$ cat src/rtl/calendar_pkg.sv
package calendar_pkg;

   localparam int NUM_FIELDS = 7;

   typedef enum int unsigned {
      FLD_SEC   = 0,
      FLD_MIN   = 1,
      FLD_HOUR  = 2,
      FLD_DOW   = 3,
      FLD_DATE  = 4,
      FLD_MONTH = 5,
      FLD_YEAR  = 6
   } cal_field_e;

   typedef logic [7:0] bcd8_t;

   // largest legal code of a field; the date maximum is computed at run time
   function automatic bcd8_t field_max(int idx);
      case (idx)
         FLD_SEC, FLD_MIN: return 8'h59;
         FLD_HOUR:         return 8'h23;
         FLD_DOW:          return 8'h07;
         FLD_DATE:         return 8'h31;
         FLD_MONTH:        return 8'h12;
         default:          return 8'h99;
      endcase
   endfunction

   // value a field takes when it wraps, also used as its reset value
   function automatic bcd8_t field_min(int idx);
      case (idx)
         FLD_DOW, FLD_DATE, FLD_MONTH: return 8'h01;
         default:                      return 8'h00;
      endcase
   endfunction

   // divisible-by-4 test on a two-digit BCD number
   function automatic logic bcd_div4(bcd8_t y);
      logic [3:0] hi_d;
      logic [3:0] lo_d;
      hi_d = y[7:4];
      lo_d = y[3:0];
      if (!hi_d[0]) return (lo_d == 4'd0) || (lo_d == 4'd4) || (lo_d == 4'd8);
      return (lo_d == 4'd2) || (lo_d == 4'd6);
   endfunction

endpackage

$ cat src/rtl/cal_prescaler.sv
module cal_prescaler #(
   parameter int DIV = 32768
) (
   input  logic clk,
   input  logic rst_n,
   input  logic en,
   input  logic clr,
   output logic tick
);
   localparam int  CNT_W  = (DIV > 2) ? $clog2(DIV) : 1;
   localparam bit  IS_POW2 = ((DIV & (DIV - 1)) == 0);
   localparam logic [CNT_W-1:0] LAST = CNT_W'(DIV - 1);

   logic [CNT_W-1:0] cnt_q;
   logic             at_last;

   generate
      if (IS_POW2) begin : g_pow2
         // counter wraps on its own, terminal count is all ones
         assign at_last = &cnt_q;
         always_ff @(posedge clk) begin
            if (!rst_n || clr) cnt_q <= '0;
            else if (en)       cnt_q <= cnt_q + 1'b1;
         end
      end else begin : g_modulo
         assign at_last = (cnt_q == LAST);
         always_ff @(posedge clk) begin
            if (!rst_n || clr) cnt_q <= '0;
            else if (en)       cnt_q <= at_last ? '0 : cnt_q + 1'b1;
         end
      end
   endgenerate

   assign tick = en && at_last && !clr;

endmodule

$ cat src/rtl/cal_month_len.sv
module cal_month_len
   import calendar_pkg::*;
(
   input  bcd8_t month,
   input  bcd8_t year,
   output bcd8_t last_date
);
   logic leap;

   assign leap = bcd_div4(year);

   always_comb begin
      case (month)
         8'h02:                      last_date = leap ? 8'h29 : 8'h28;
         8'h04, 8'h06, 8'h09, 8'h11: last_date = 8'h30;
         default:                    last_date = 8'h31;
      endcase
   end

endmodule

$ cat src/rtl/cal_bcd_field.sv
module cal_bcd_field
   import calendar_pkg::*;
#(
   parameter bcd8_t MIN_VAL = 8'h00
) (
   input  logic  clk,
   input  logic  rst_n,
   input  logic  inc,
   input  bcd8_t max_val,
   input  logic  ld,
   input  bcd8_t ld_val,
   output bcd8_t val
);
   bcd8_t val_q;
   bcd8_t nxt;

   // raw compare so that out-of-range codes also wrap
   always_comb begin
      if (val_q >= max_val)        nxt = MIN_VAL;
      else if (val_q[3:0] >= 4'd9) nxt = {val_q[7:4] + 4'd1, 4'd0};
      else                         nxt = {val_q[7:4], val_q[3:0] + 4'd1};
   end

   always_ff @(posedge clk) begin
      if (!rst_n)   val_q <= MIN_VAL;
      else if (ld)  val_q <= ld_val;
      else if (inc) val_q <= nxt;
   end

   assign val = val_q;

endmodule

$ cat src/rtl/bcd_calendar_chain.sv
module bcd_calendar_chain
   import calendar_pkg::*;
#(
   parameter int PRESCALE_DIV = 32768
) (
   input  logic       clk,
   input  logic       rst_n,
   input  logic       tick_en,
   input  logic [6:0] ld_we,
   input  logic [7:0] ld_data,
   output logic [7:0] sec_o,
   output logic [7:0] min_o,
   output logic [7:0] hour_o,
   output logic [7:0] dow_o,
   output logic [7:0] date_o,
   output logic [7:0] month_o,
   output logic [7:0] year_o,
   output logic       sec_pulse_o
);
   generate
      if (PRESCALE_DIV < 2) begin : g_bad_div
         $error("PRESCALE_DIV must be at least 2");
      end
   endgenerate

   logic  sec_tick;
   logic  pulse_q;
   bcd8_t fld_val [NUM_FIELDS];
   bcd8_t fld_max [NUM_FIELDS];
   bcd8_t date_last;
   logic [NUM_FIELDS-1:0] at_top;
   logic [NUM_FIELDS-1:0] fld_inc;
   logic  c_sec, c_min, c_hour, c_date, c_month;

   cal_prescaler #(.DIV(PRESCALE_DIV)) u_presc (
      .clk   (clk),
      .rst_n (rst_n),
      .en    (tick_en),
      .clr   (ld_we[FLD_SEC]),
      .tick  (sec_tick)
   );

   cal_month_len u_mlen (
      .month     (fld_val[FLD_MONTH]),
      .year      (fld_val[FLD_YEAR]),
      .last_date (date_last)
   );

   // carry ripple: a loaded field neither advances nor carries
   assign c_sec   = sec_tick && !ld_we[FLD_SEC]   && at_top[FLD_SEC];
   assign c_min   = c_sec    && !ld_we[FLD_MIN]   && at_top[FLD_MIN];
   assign c_hour  = c_min    && !ld_we[FLD_HOUR]  && at_top[FLD_HOUR];
   assign c_date  = c_hour   && !ld_we[FLD_DATE]  && at_top[FLD_DATE];
   assign c_month = c_date   && !ld_we[FLD_MONTH] && at_top[FLD_MONTH];

   assign fld_inc[FLD_SEC]   = sec_tick;
   assign fld_inc[FLD_MIN]   = c_sec;
   assign fld_inc[FLD_HOUR]  = c_min;
   assign fld_inc[FLD_DOW]   = c_hour;
   assign fld_inc[FLD_DATE]  = c_hour;
   assign fld_inc[FLD_MONTH] = c_date;
   assign fld_inc[FLD_YEAR]  = c_month;

   generate
      for (genvar gi = 0; gi < NUM_FIELDS; gi++) begin : g_field
         if (gi == FLD_DATE) begin : g_dyn_max
            assign fld_max[gi] = date_last;
         end else begin : g_fix_max
            assign fld_max[gi] = field_max(gi);
         end

         assign at_top[gi] = (fld_val[gi] >= fld_max[gi]);

         cal_bcd_field #(.MIN_VAL(field_min(gi))) u_fld (
            .clk     (clk),
            .rst_n   (rst_n),
            .inc     (fld_inc[gi]),
            .max_val (fld_max[gi]),
            .ld      (ld_we[gi]),
            .ld_val  (ld_data),
            .val     (fld_val[gi])
         );
      end
   endgenerate

   always_ff @(posedge clk) begin
      if (!rst_n) pulse_q <= 1'b0;
      else        pulse_q <= sec_tick;
   end

   assign sec_o       = fld_val[FLD_SEC];
   assign min_o       = fld_val[FLD_MIN];
   assign hour_o      = fld_val[FLD_HOUR];
   assign dow_o       = fld_val[FLD_DOW];
   assign date_o      = fld_val[FLD_DATE];
   assign month_o     = fld_val[FLD_MONTH];
   assign year_o      = fld_val[FLD_YEAR];
   assign sec_pulse_o = pulse_q;

endmodule

$ cat config.mk
export PLATFORM = sky130hd
export DESIGN_NAME = bcd_calendar_chain
export DESIGN_NICKNAME = d
export VERILOG_FILES = /design/src/rtl/calendar_pkg.sv /design/src/rtl/cal_prescaler.sv /design/src/rtl/cal_month_len.sv /design/src/rtl/cal_bcd_field.sv /design/src/rtl/bcd_calendar_chain.sv
export SDC_FILE = /design/constraint.sdc
export NUM_CORES = 1
export LEC_CHECK = 0
export BUFFER_PORTS_ARGS = -buffer_cell sky130_fd_sc_hd__clkbuf_2
export CAP_MARGIN = 40
export CELL_PAD_IN_SITES_DETAIL_PLACEMENT = 2
export CELL_PAD_IN_SITES_GLOBAL_PLACEMENT = 2
export CORE_UTILIZATION = 30
export DETAILED_ROUTE_END_ITERATION = 7
export PLACE_DENSITY_LB_ADDON = 0.1
export SLEW_MARGIN = 40
export SYNTH_ARGS = -nofsm -noshare
export SYNTH_HDL_FRONTEND = slang
export SYNTH_SLANG_ARGS = --single-unit
$ cat constraint.sdc
create_clock -name clk -period 2.7 [get_ports clk]
set_input_delay 0.54 -clock clk [delete_from_list [all_inputs] [get_ports clk]]
set_output_delay 0.54 -clock clk [all_outputs]
set_load 0.05 [all_outputs]
# Yosys cells after proc, flatten, opt, wreduce, memory -nomap -nowiden
# Cells that the tools add are included.
dict set report classes {
  addsub 15
  order_cmp 14
  eq_ne 9
  n_mux 31
  reduce_logical 46
}
# cell n
set op_table {}
lappend op_table {{8-bit two-way mux} 28}
lappend op_table {{4-bit by 1-bit adder with 4-bit output (second input constant)} 14}
lappend op_table {{4-bit >= comparator (second input constant)} 7}
lappend op_table {{3-bit nonzero test} 7}
lappend op_table {{8-bit by 3-bit equality test with 1-bit output (second input constant)} 2}
lappend op_table {{8-bit by 7-bit >= comparator with 1-bit output (second input constant)} 2}
lappend op_table {{8-bit one-hot mux with 2 select lines} 1}
lappend op_table {{15-bit by 1-bit adder with 15-bit output (second input constant)} 1}
lappend op_table {{15-bit AND reduction} 1}
lappend op_table {{2-bit AND reduction} 7}
lappend op_table {{2-bit nonzero test} 7}
lappend op_table {{1-bit logical AND} 12}
lappend op_table {{4-bit by 3-bit equality test with 1-bit output (second input constant)} 2}
lappend op_table {{8-bit by 2-bit equality test with 1-bit output (second input constant)} 1}
lappend op_table {{8-bit by 4-bit equality test with 1-bit output (second input constant)} 1}
lappend op_table {{8-bit by 5-bit equality test with 1-bit output (second input constant)} 1}
lappend op_table {{8-bit by 3-bit >= comparator with 1-bit output (second input constant)} 1}
lappend op_table {{8-bit by 5-bit >= comparator with 1-bit output (second input constant)} 1}
lappend op_table {{8-bit by 6-bit >= comparator with 1-bit output (second input constant)} 1}
lappend op_table {{8-bit >= comparator} 1}
lappend op_table {{8-bit >= comparator (second input constant)} 1}
lappend op_table {{1-bit logical NOT} 6}
lappend op_table {{4-bit by 2-bit equality test with 1-bit output (second input constant)} 1}
lappend op_table {{4-bit equality test (second input constant)} 1}
lappend op_table {{4 further kinds} 8}
dict set report word_totals {
  ff_bits 72
  inputBits 18
}

# Longest topological paths before layout
# Gate-level depths: netlist (run 1).
dict set report logic_depth {
  depth_word 15
  ltp_mapped 13
}

# Modules after synthesis
# Synthesis (run 1) repeated with hierarchy kept, for this count alone.
dict set report hier_totals {
  hier_cells 808
  area_unflattened_um2 6746.5
}
# module n_inst cells_per_inst area_each_um2 seq_area_each_um2
set by_module_without_submodules {}
lappend by_module_without_submodules {{cal_bcd_field (g_field[0].u_fld ...)} 3 93 814.5 160.2}
lappend by_module_without_submodules {{cal_bcd_field (g_field[3].u_fld ...)} 3 94 754.5 160.2}
lappend by_module_without_submodules {{cal_bcd_field (g_field[6].u_fld)} 1 89 782.0 160.2}
lappend by_module_without_submodules {cal_prescaler 1 85 752.0 300.3}
lappend by_module_without_submodules {bcd_calendar_chain 1 53 362.8 20.0}
lappend by_module_without_submodules {cal_month_len 1 20 142.6 0.0}

# Least setup slack after synthesis (run 1)
# Ideal clock, no wire load.
dict set report synth_timing {
  path_kind {register to register}
  start {reg g_field[5].u_fld.val_q[5]}
  end {reg g_field[6].u_fld.val_q[3]}
  setup_ps 74
  t_arrival_ps 3360
  t_required_ps 2626
  setup_slack_ps -734
  path_stages_with_launch 13
  n_path_buf 0
  period_less_slack_ps 3434
  cell_sequence {dfxtp_1 inv_1 ha_1 nor2b_1 nand4b_1 mux2_2 ha_1 nor4b_1 o221a_2 nor2_2 nand3_2 or4_1 a31oi_1}
}
dict set report synth_via {
  elab_chain_cells 8
  word_cells_on_any_way 13
  cone_classes {order compare: 2; eq/ne: 5; mux: 1; reduce/logical: 5}
}
# element line
set synth_rtl {}
lappend synth_rtl {{from (decl)} cal_bcd_field.sv:14} ;# bcd8_t val_q;
lappend synth_rtl {{from (signal assigned)} cal_bcd_field.sv:26} ;# else if (ld) val_q <= ld_val;
lappend synth_rtl {{from (signal assigned)} cal_bcd_field.sv:27} ;# else if (inc) val_q <= nxt;
lappend synth_rtl {{8-bit by 3-bit equality test with 1-bit output, or another cell as far along} cal_month_len.sv:13} ;# case (month)
lappend synth_rtl {{4-bit OR reduction} cal_month_len.sv:13}
lappend synth_rtl {{8-bit one-hot mux with 2 select lines} cal_month_len.sv:13}
lappend synth_rtl {{8-bit >= comparator} bcd_calendar_chain.sv:72} ;# assign at_top[gi] = (fld_val[gi] >= fld_max[gi]);
lappend synth_rtl {{1-bit logical AND} bcd_calendar_chain.sv:53} ;# assign c_date = c_hour && !ld_we[FLD_DATE] && at_top[FLD_DATE];
lappend synth_rtl {{1-bit logical AND} bcd_calendar_chain.sv:54} ;# assign c_month = c_date && !ld_we[FLD_MONTH] && at_top[FLD_MONTH];
lappend synth_rtl {{1-bit logical AND (*)} bcd_calendar_chain.sv:54}
lappend synth_rtl {{2-bit nonzero test (no source line) (*)} n/a}
lappend synth_rtl {{to (signal assigned)} cal_bcd_field.sv:26}
lappend synth_rtl {{to (signal assigned)} cal_bcd_field.sv:27}
lappend synth_rtl {{to (decl)} cal_bcd_field.sv:14}
# Mark *: on every way between the ends. The rest lies on a longest branch, timed or not.
# A chain may end at the register's enable or synchronous reset.

# Worst setup path after layout (run 1)
dict set report layout_timing {
  start {reg g_field[5].u_fld.val_q[0]}
  end {reg g_field[6].u_fld.val_q[6]}
}
dict set report layout_via {
  elab_chain_cells 9
  word_cells_on_any_way 14
  cone_classes {order compare: 2; eq/ne: 5; mux: 1; reduce/logical: 6}
}
# element line
set layout_rtl {}
lappend layout_rtl {{8-bit by 3-bit equality test with 1-bit output, or another cell as far along} cal_month_len.sv:13}
lappend layout_rtl {{4-bit OR reduction} cal_month_len.sv:13}
lappend layout_rtl {{8-bit one-hot mux with 2 select lines} cal_month_len.sv:13}
lappend layout_rtl {{8-bit >= comparator} bcd_calendar_chain.sv:72}
lappend layout_rtl {{1-bit logical AND} bcd_calendar_chain.sv:53}
lappend layout_rtl {{1-bit logical AND} bcd_calendar_chain.sv:54}
lappend layout_rtl {{1-bit logical AND (*)} bcd_calendar_chain.sv:54}
lappend layout_rtl {{2-bit nonzero test (no source line) (*)} n/a}
lappend layout_rtl {{2-bit AND reduction (no source line) (*)} n/a}
# Marked as above.

==> impl_metrics.env, run 1 <==
export IMPL_status="finished, violations left"
export IMPL_failed_checks="negative setup slack"
export IMPL_crit_start="g_field[5].u_fld.val[0]"
export IMPL_yosysWarnings=0
export IMPL_path_max_fanout=8
export IMPL_final_util_pct=41.2
export IMPL_syn_avg_cell_area_um2=7.96
export IMPL_finalWorstSetupSlack_ns=-0.264
export IMPL_seqPwrFrac_pct=37.7
export IMPL_hold_violations=0
export IMPL_grt_pass1_vias=5338
export IMPL_die_w_um=127
export IMPL_numPortBuffers=74
export IMPL_clkPwrFrac_pct=37.0
export IMPL_synth_top_area_share_pct=30.9
export IMPL_r2r_start="g_field[5].u_fld.val[0]"
export IMPL_holdPathEnd="g_field[0].u_fld.val[0]"
export IMPL_clk_path_buf_depth=2
export IMPL_grt_max_degree=43
export IMPL_ios=75
export IMPL_path_clk_slew_ns=0.06
export IMPL_dieArea_um2=16000
export IMPL_syn_inst=585
export IMPL_max_vdd_ir_drop_mv=0.258
export IMPL_grt_pass1_wl_um=29000
export IMPL_dr_pass1_iters=4
export IMPL_fin_crit_ns=2.96
export IMPL_antenna_found_initial=0
export IMPL_design_area_um2=6260
export IMPL_diodes=0
export IMPL_syn_num_nets=647
export IMPL_drive_gt1_share_pct=30.2
export IMPL_synth_seq_area_share_pct=30.9
export IMPL_r2r_end="g_field[6].u_fld.val[6]"
export IMPL_vias=4936
export IMPL_clockRootBuffer="clkbuf_16"
export IMPL_ys_async_sr_fraction_pct=0
export IMPL_synth_common_cells="72 x dfxtp_1, 59 x nand2_1, 57 x nor2_1"
export IMPL_slew_violations=0
export IMPL_yosysMostFrequentCell="dfxtp_1"
export IMPL_avgRoutedWirePerCell_um=20.4
export IMPL_max_freq_mhz=337
export IMPL_rows=45
export IMPL_placed_cells=879
export IMPL_p_switching_mw=1.10
export IMPL_internal_power_mw=2.08
export IMPL_worstHoldPathType="in -> reg"
export IMPL_dp_slack_ns=-0.438
export IMPL_reg2reg_depth=13
export IMPL_place_hpwl_um=13300
export IMPL_critPathRequiredTime_ns=2.97
export IMPL_htree_levels=3
export IMPL_r2r_slack_ns=-0.26
export IMPL_finClkSkew_ns=0.00500
export IMPL_die_h_um=127
export IMPL_synth_area_um2=4660
export IMPL_drc_errors=0
export IMPL_final_cells=906
export IMPL_slew_headroom_pct=54.2
export IMPL_cp_start_kind="flip-flop"
export IMPL_cap_violations=0
export IMPL_ant_nets=0
export IMPL_numCtsBuffers=9
export IMPL_globalplace_congestion=0.782
export IMPL_p_total_mw=3.18
export IMPL_worst_pin_slew_ns=0.680
export IMPL_fillers=1715
export IMPL_yosys_most_used_dff="dfxtp_1"
export IMPL_multiInputGateArea_um2=3220
export IMPL_post_dp_cell_area_um2=5680
export IMPL_start_util_pct=30.6
export IMPL_rsz0062_at_grt="true"
export IMPL_overflow=0
export IMPL_register_area_um2=1470
export IMPL_synthDistinctLibCells=71
export IMPL_critical_path_class="reg -> reg"
export IMPL_fin_nets=776
export IMPL_grtUsageTotal_pct=23.5
export IMPL_hold_depth=3
export IMPL_synthTopCellsByArea="dfxtp_1 31%, ha_1 12%, nand2_1 4.8%"
export IMPL_final_period_utilization_pct=110
export IMPL_synth_edff_count=0
export IMPL_p_leak_nw=2.62
export IMPL_crit_arrival_ns=3.23
export IMPL_cts_tree="built"
export IMPL_p_comb_share_pct=25.3
export IMPL_areaGrowthSynthToFinish_pct=34.4
export IMPL_clk_insertion_delay_late_ns=0.34
export IMPL_powerDensity_nw_per_um2=508
export IMPL_core_um2=15200
export IMPL_worstHoldStart="rst_n"
export IMPL_drtIter0Drc=138
export IMPL_clock_sinks=72
export IMPL_setup_viol_count_final=22
export IMPL_swShare_pct=34.6
export IMPL_vias_per_cell=5.45
export IMPL_synth_seq_cells=72
export IMPL_setup_worst_path_end_class="flip-flop"
export IMPL_synth_top_area_cell="dfxtp_1"
export IMPL_routed_wl_um=18500
-- what timing repair did --
action,in CTS,in global routing
pin swaps,14,23
endpoints found under the setup margin,23,24
setup buffers,7,7
resized for setup,23,23
hold buffers,0,0
-- area by class of cell --
type | instances | share of cell area [%]
multi-input combinational | 449 | 51.4
clock inverter | 3 | 0.240
sequential | 72 | 23.5
tap | 188 | 3.76
clock buffer | 12 | 4.28
timing repair buffer | 140 | 14.2
inverter | 42 | 2.68
-- worst max-delay path by stage --
| stage | to |
|---|---|
| final | g_field[6].u_fld.val[6] |
| after detailed placement | g_field[6].u_fld.val[3] |
| after CTS | g_field[6].u_fld.val[6] |
| after global placement | g_field[6].u_fld.val[3] |
| after floorplan | g_field[6].u_fld.val[3] |
| after global routing | g_field[6].u_fld.val[2] |
-- per-layer routing --
metal  vias to the layer above  share of wire, %  GRT usage, %
li1                       2386                 -             -
met2                        70                50          41.8
met1                      2462                45          29.3
met4                         0               1.7          8.08
met5                         -                 0             0
met3                        18               2.8          2.74
-- flip-flops by register name (all words and copies together), names as in the netlist --
| name | count |
|---|---|
| g_field.u_fld.val | 56 |
| sec_pulse_o | 1 |
| u_presc.cnt_q | 15 |
-- power by group through the flow --
stage | clock [mW] | sequential, mW | combinational (mW)
2_1_floorplan | 0 | 1.39 | 0.292
3_3_place_gp | 0 | 1.21 | 0.709
3_5_place_dp | 0 | 1.22 | 0.744
4_1_cts | 1.21 | 1.20 | 0.773
5_1_grt | 1.25 | 1.21 | 0.866
6_report | 1.17 | 1.20 | 0.804
-- per-stage QoR --
| step | hold WS, ns | setup TNS, ns |
|---|---|---|
| after floorplan | 0.458 | -0.397 |
| after global placement | 0.475 | -1.74 |
| after detailed placement | 0.490 | -7.74 |
| after CTS | 0.426 | -2.73 |
| after global routing | 0.465 | -5.91 |
| final | 0.439 | -3.71 |
-- critical path, cell delays in order, from the launching register on --
cell,delay [ns]
dfxtp_4,0.39
buf_12,0.11
ha_4,0.15
nand3_2,0.10
a21oi_2,0.18
o21ai_2,0.09
mux2_4,0.30
ha_4,0.28
nor4b_4,0.04
o221a_4,0.30
nor2_4,0.16
nand3_4,0.14
or4_1,0.51
a31oi_1,0.14
-- cells in the final DEF (no fill, tap or decap), drive strengths merged, types with 4 or more instances in the layout --
cell,instances
a211oi,12
and2,4
a22oi,5
buf,66
ha,44
and3,5
inv,41
clkinv,4
o21ai,36
o31ai,5
nand3,22
dfxtp,72
clkbuf,86
nor4,6
nor3b,5
nand3b,6
a21oi,38
nor4b,4
o211ai,4
nand2,59
nand4,13
a32oi,4
or3,6
a31oi,15
nor2b,5
nor3,10
mux2i,8
xor2,7
or4,4
nor2,59
nand2b,6
-- kinds of logic after synthesis --
| group | after synthesis | share of synthesized area [%] |
|---|---|---|
| simple gates | 227 | 25.1 |
| compound gates | 158 | 22.8 |
| flops | 72 | 30.9 |
| buf+inv | 64 | 5.32 |
| fa+ha+maj | 44 | 11.8 |
| xor+xnor | 10 | 1.88 |
| mux | 10 | 2.20 |
(Power assumes the default switching activity.)
==> run 2, diff against run 1 <==
--- a/config.mk
+++ b/config.mk
@@ -9,10 +9,12 @@
 export CAP_MARGIN = 40
 export CELL_PAD_IN_SITES_DETAIL_PLACEMENT = 2
 export CELL_PAD_IN_SITES_GLOBAL_PLACEMENT = 2
-export CORE_UTILIZATION = 30
+export CORE_ASPECT_RATIO = 0.6
+export CORE_UTILIZATION = 33
 export DETAILED_ROUTE_END_ITERATION = 7
 export PLACE_DENSITY_LB_ADDON = 0.1
 export SLEW_MARGIN = 40
 export SYNTH_ARGS = -nofsm -noshare
 export SYNTH_HDL_FRONTEND = slang
+export SYNTH_HIERARCHICAL = 1
 export SYNTH_SLANG_ARGS = --single-unit
==> impl_metrics.env, run 2 <==
export IMPL_status="finished, violations left"
export IMPL_failed_checks="negative setup slack"
export IMPL_path_max_fanout=4
export IMPL_yosys_most_used_dff="dfxtp_1"
export IMPL_grtUsageTotal_pct=24.4
export IMPL_worstHoldPathType="reg -> reg"
export IMPL_numPortBuffers=74
export IMPL_grt_pass1_wl_um=40900
export IMPL_finClkSkew_ns=0.00747
export IMPL_crit_start="g_field[5].u_fld/val[4]"
export IMPL_tns_ns=-8.24
export IMPL_syn_inst=808
export IMPL_setup_viol_count_final=24
export IMPL_slew_headroom_pct=47.8
export IMPL_yosysWarnings=6
export IMPL_hold_violations=0
export IMPL_synth_top_area_share_pct=21.4
export IMPL_synth_edff_count=0
export IMPL_syn_avg_cell_area_um2=8.35
export IMPL_antenna_found_initial=0
export IMPL_slew_violations=0
export IMPL_cp_start_kind="flip-flop"
export IMPL_globalplace_congestion=0.803
export IMPL_final_common_cell="inv_1"
export IMPL_htree_levels=3
export IMPL_r2r_slack_ns=-0.45
export IMPL_dr_pass1_iters=5
export IMPL_whs_ns=0.477
export IMPL_final_period_utilization_pct=117
export IMPL_start_util_pct=33.7
export IMPL_clock_sinks=72
export IMPL_path_clk_slew_ns=0.06
export IMPL_routed_wl_um=26300
export IMPL_final_util_pct=43.8
export IMPL_fillers=2279
export IMPL_rows=40
export IMPL_synth_seq_area_share_pct=21.4
export IMPL_synth_top_area_cell="dfxtp_1"
export IMPL_hold_depth=2
export IMPL_cap_violations=0
export IMPL_dieArea_um2=21000
export IMPL_numCtsBuffers=9
export IMPL_synth_common_cells="97 x inv_1, 93 x ha_1, 72 x dfxtp_1"
export IMPL_worstHoldStart="u_presc/cnt_q[14]"
export IMPL_r2r_start="g_field[5].u_fld/val[4]"
export IMPL_fin_crit_ns=3.15
export IMPL_vias=7076
export IMPL_max_vdd_ir_drop_mv=0.300
export IMPL_ant_nets=0
export IMPL_critical_path_class="reg -> reg"
export IMPL_post_dp_cell_area_um2=8040
export IMPL_core_um2=20000
export IMPL_drtIter0Drc=343
export IMPL_max_freq_mhz=318
export IMPL_synthDistinctLibCells=78
export IMPL_reg2reg_depth=14
export IMPL_vias_per_cell=5.52
export IMPL_avgRoutedWirePerCell_um=20.5
export IMPL_drive_gt1_share_pct=28.4
export IMPL_setup_worst_path_end_class="flip-flop"
export IMPL_final_cell_mix="95 x inv_1, 90 x ha_1, 81 x buf_4, 74 x clkbuf_2, 67 x dfxtp_1"
export IMPL_die_w_um=187
export IMPL_clockRootBuffer="clkbuf_16"
export IMPL_clk_insertion_delay_late_ns=0.34
export IMPL_p_leak_nw=4.03
export IMPL_fin_nets=1115
export IMPL_overflow=0
export IMPL_die_h_um=113
export IMPL_powerDensity_nw_per_um2=441
export IMPL_ios=75
export IMPL_largest_register_ff_count=56
export IMPL_place_hpwl_um=19600
export IMPL_diodes=0
export IMPL_finalWorstSetupSlack_ns=-0.448
export IMPL_drc_errors=0
export IMPL_synthTopCellsByArea="dfxtp_1 21%, ha_1 17%, inv_1 5.4%"
export IMPL_synth_seq_cells=72
export IMPL_design_area_um2=8760
export IMPL_crit_arrival_ns=3.38
export IMPL_grt_pass1_vias=7526
export IMPL_areaGrowthSynthToFinish_pct=29.9
export IMPL_worst_pin_slew_ns=0.777
export IMPL_synth_area_um2=6750
export IMPL_grt_max_degree=50
export IMPL_clk_path_buf_depth=2
export IMPL_cts_tree="built"
export IMPL_yosysMostFrequentCell="inv_1"
export IMPL_critPathRequiredTime_ns=2.93
export IMPL_hold_buffers=0
export IMPL_ys_async_sr_fraction_pct=0
export IMPL_rsz0062_at_grt="true"
-- run 2: layout make-up --
| class | count | area, um^2 | share of cell area, % |
|---|---|---|---|
| Clock buffer | 13 | 260 | 2.97 |
| Clock inverter | 3 | 40.0 | 0.457 |
| Inverter | 97 | 367 | 4.18 |
| Multi-Input combinational cell | 660 | 5210 | 59.5 |
| Sequential cell | 72 | 1450 | 16.6 |
| Tap cell | 273 | 342 | 3.90 |
| Timing Repair Buffer | 164 | 1090 | 12.4 |
-- run 2: metal layers --
| metal | part of all wire (%) | vias to the layer above | GRT usage [%] | wire (um) |
|---|---|---|---|---|
| met3 | 3.6 | 30 | 3.63 | 936 |
| li1 | - | 3356 | - | - |
| met4 | 1.3 | 0 | 6.99 | 350 |
| met5 | 0 | - | 0 | 0 |
| met2 | 48 | 126 | 41.3 | 12500 |
| met1 | 48 | 3564 | 32.4 | 12500 |
-- run 2: per-stage QoR --
stage / setup slack [ns] / power (mW) / cells
2_1_floorplan: -0.366 / 2.08 / 857
3_3_place_gp: -0.471 / 2.43 / 1257
3_5_place_dp: -0.639 / 2.51 / 1257
4_1_cts: -0.433 / 3.82 / 1274
5_1_grt: -0.572 / 4.06 / 1282
6_report: -0.448 / 3.86 / 1282
-- run 2: path summary, 6_finish.rpt --
| path | endpoint |
|---|---|
| min | u_presc/cnt_q[14] |
| max | g_field[5].u_fld/val[7] |
| max reg2reg | g_field[5].u_fld/val[7] |
| min reg2reg | u_presc/cnt_q[14] |
-- run 2: where the power goes --
group | internal, mW | switching, mW
Combinational | 0.492 | 0.907
Clock | 0.764 | 0.483
Sequential | 1.13 | 0.0851
Total | 2.39 | 1.48
-- run 2: repair_timing --
item / 4_1_cts / 5_1_grt
setup endpoints to repair: 35 / 37
pin swaps: 24 / 35
buffers inserted: 2 / 8
resized for setup: 41 / 32
cloned: 0 / 1
-- run 2: logic make-up (layout without fill, tap and decap cells) --
kind of cell               count (synthesis)  count (layout)  share of synthesized area, %
muxes                                      6               6                         0.890
adders and majority gates                 93              93                          17.2
and+or+nand+nor                          265             266                          22.4
other                                      4              53                         0.222
AOI/OAI and AO/OA                        237             237                          28.1
buffers and inverters                    126             277                          9.11
DFF                                       72              72                          21.4
xor gates and xnor gates                   5               5                         0.649
-- run 2: critical path, stage by stage (launching register included) --
cell       delay, ns
dfxtp_4         0.34
or3_4           0.36
or3b_4          0.42
and2b_1         0.25
inv_2           0.06
ha_4            0.26
o2111ai_2       0.09
a21oi_2         0.14
o21ai_2         0.11
buf_4           0.16
nor2_4          0.23
nor2_4          0.09
buf_4           0.17
a21o_2          0.18
a32o_1          0.20
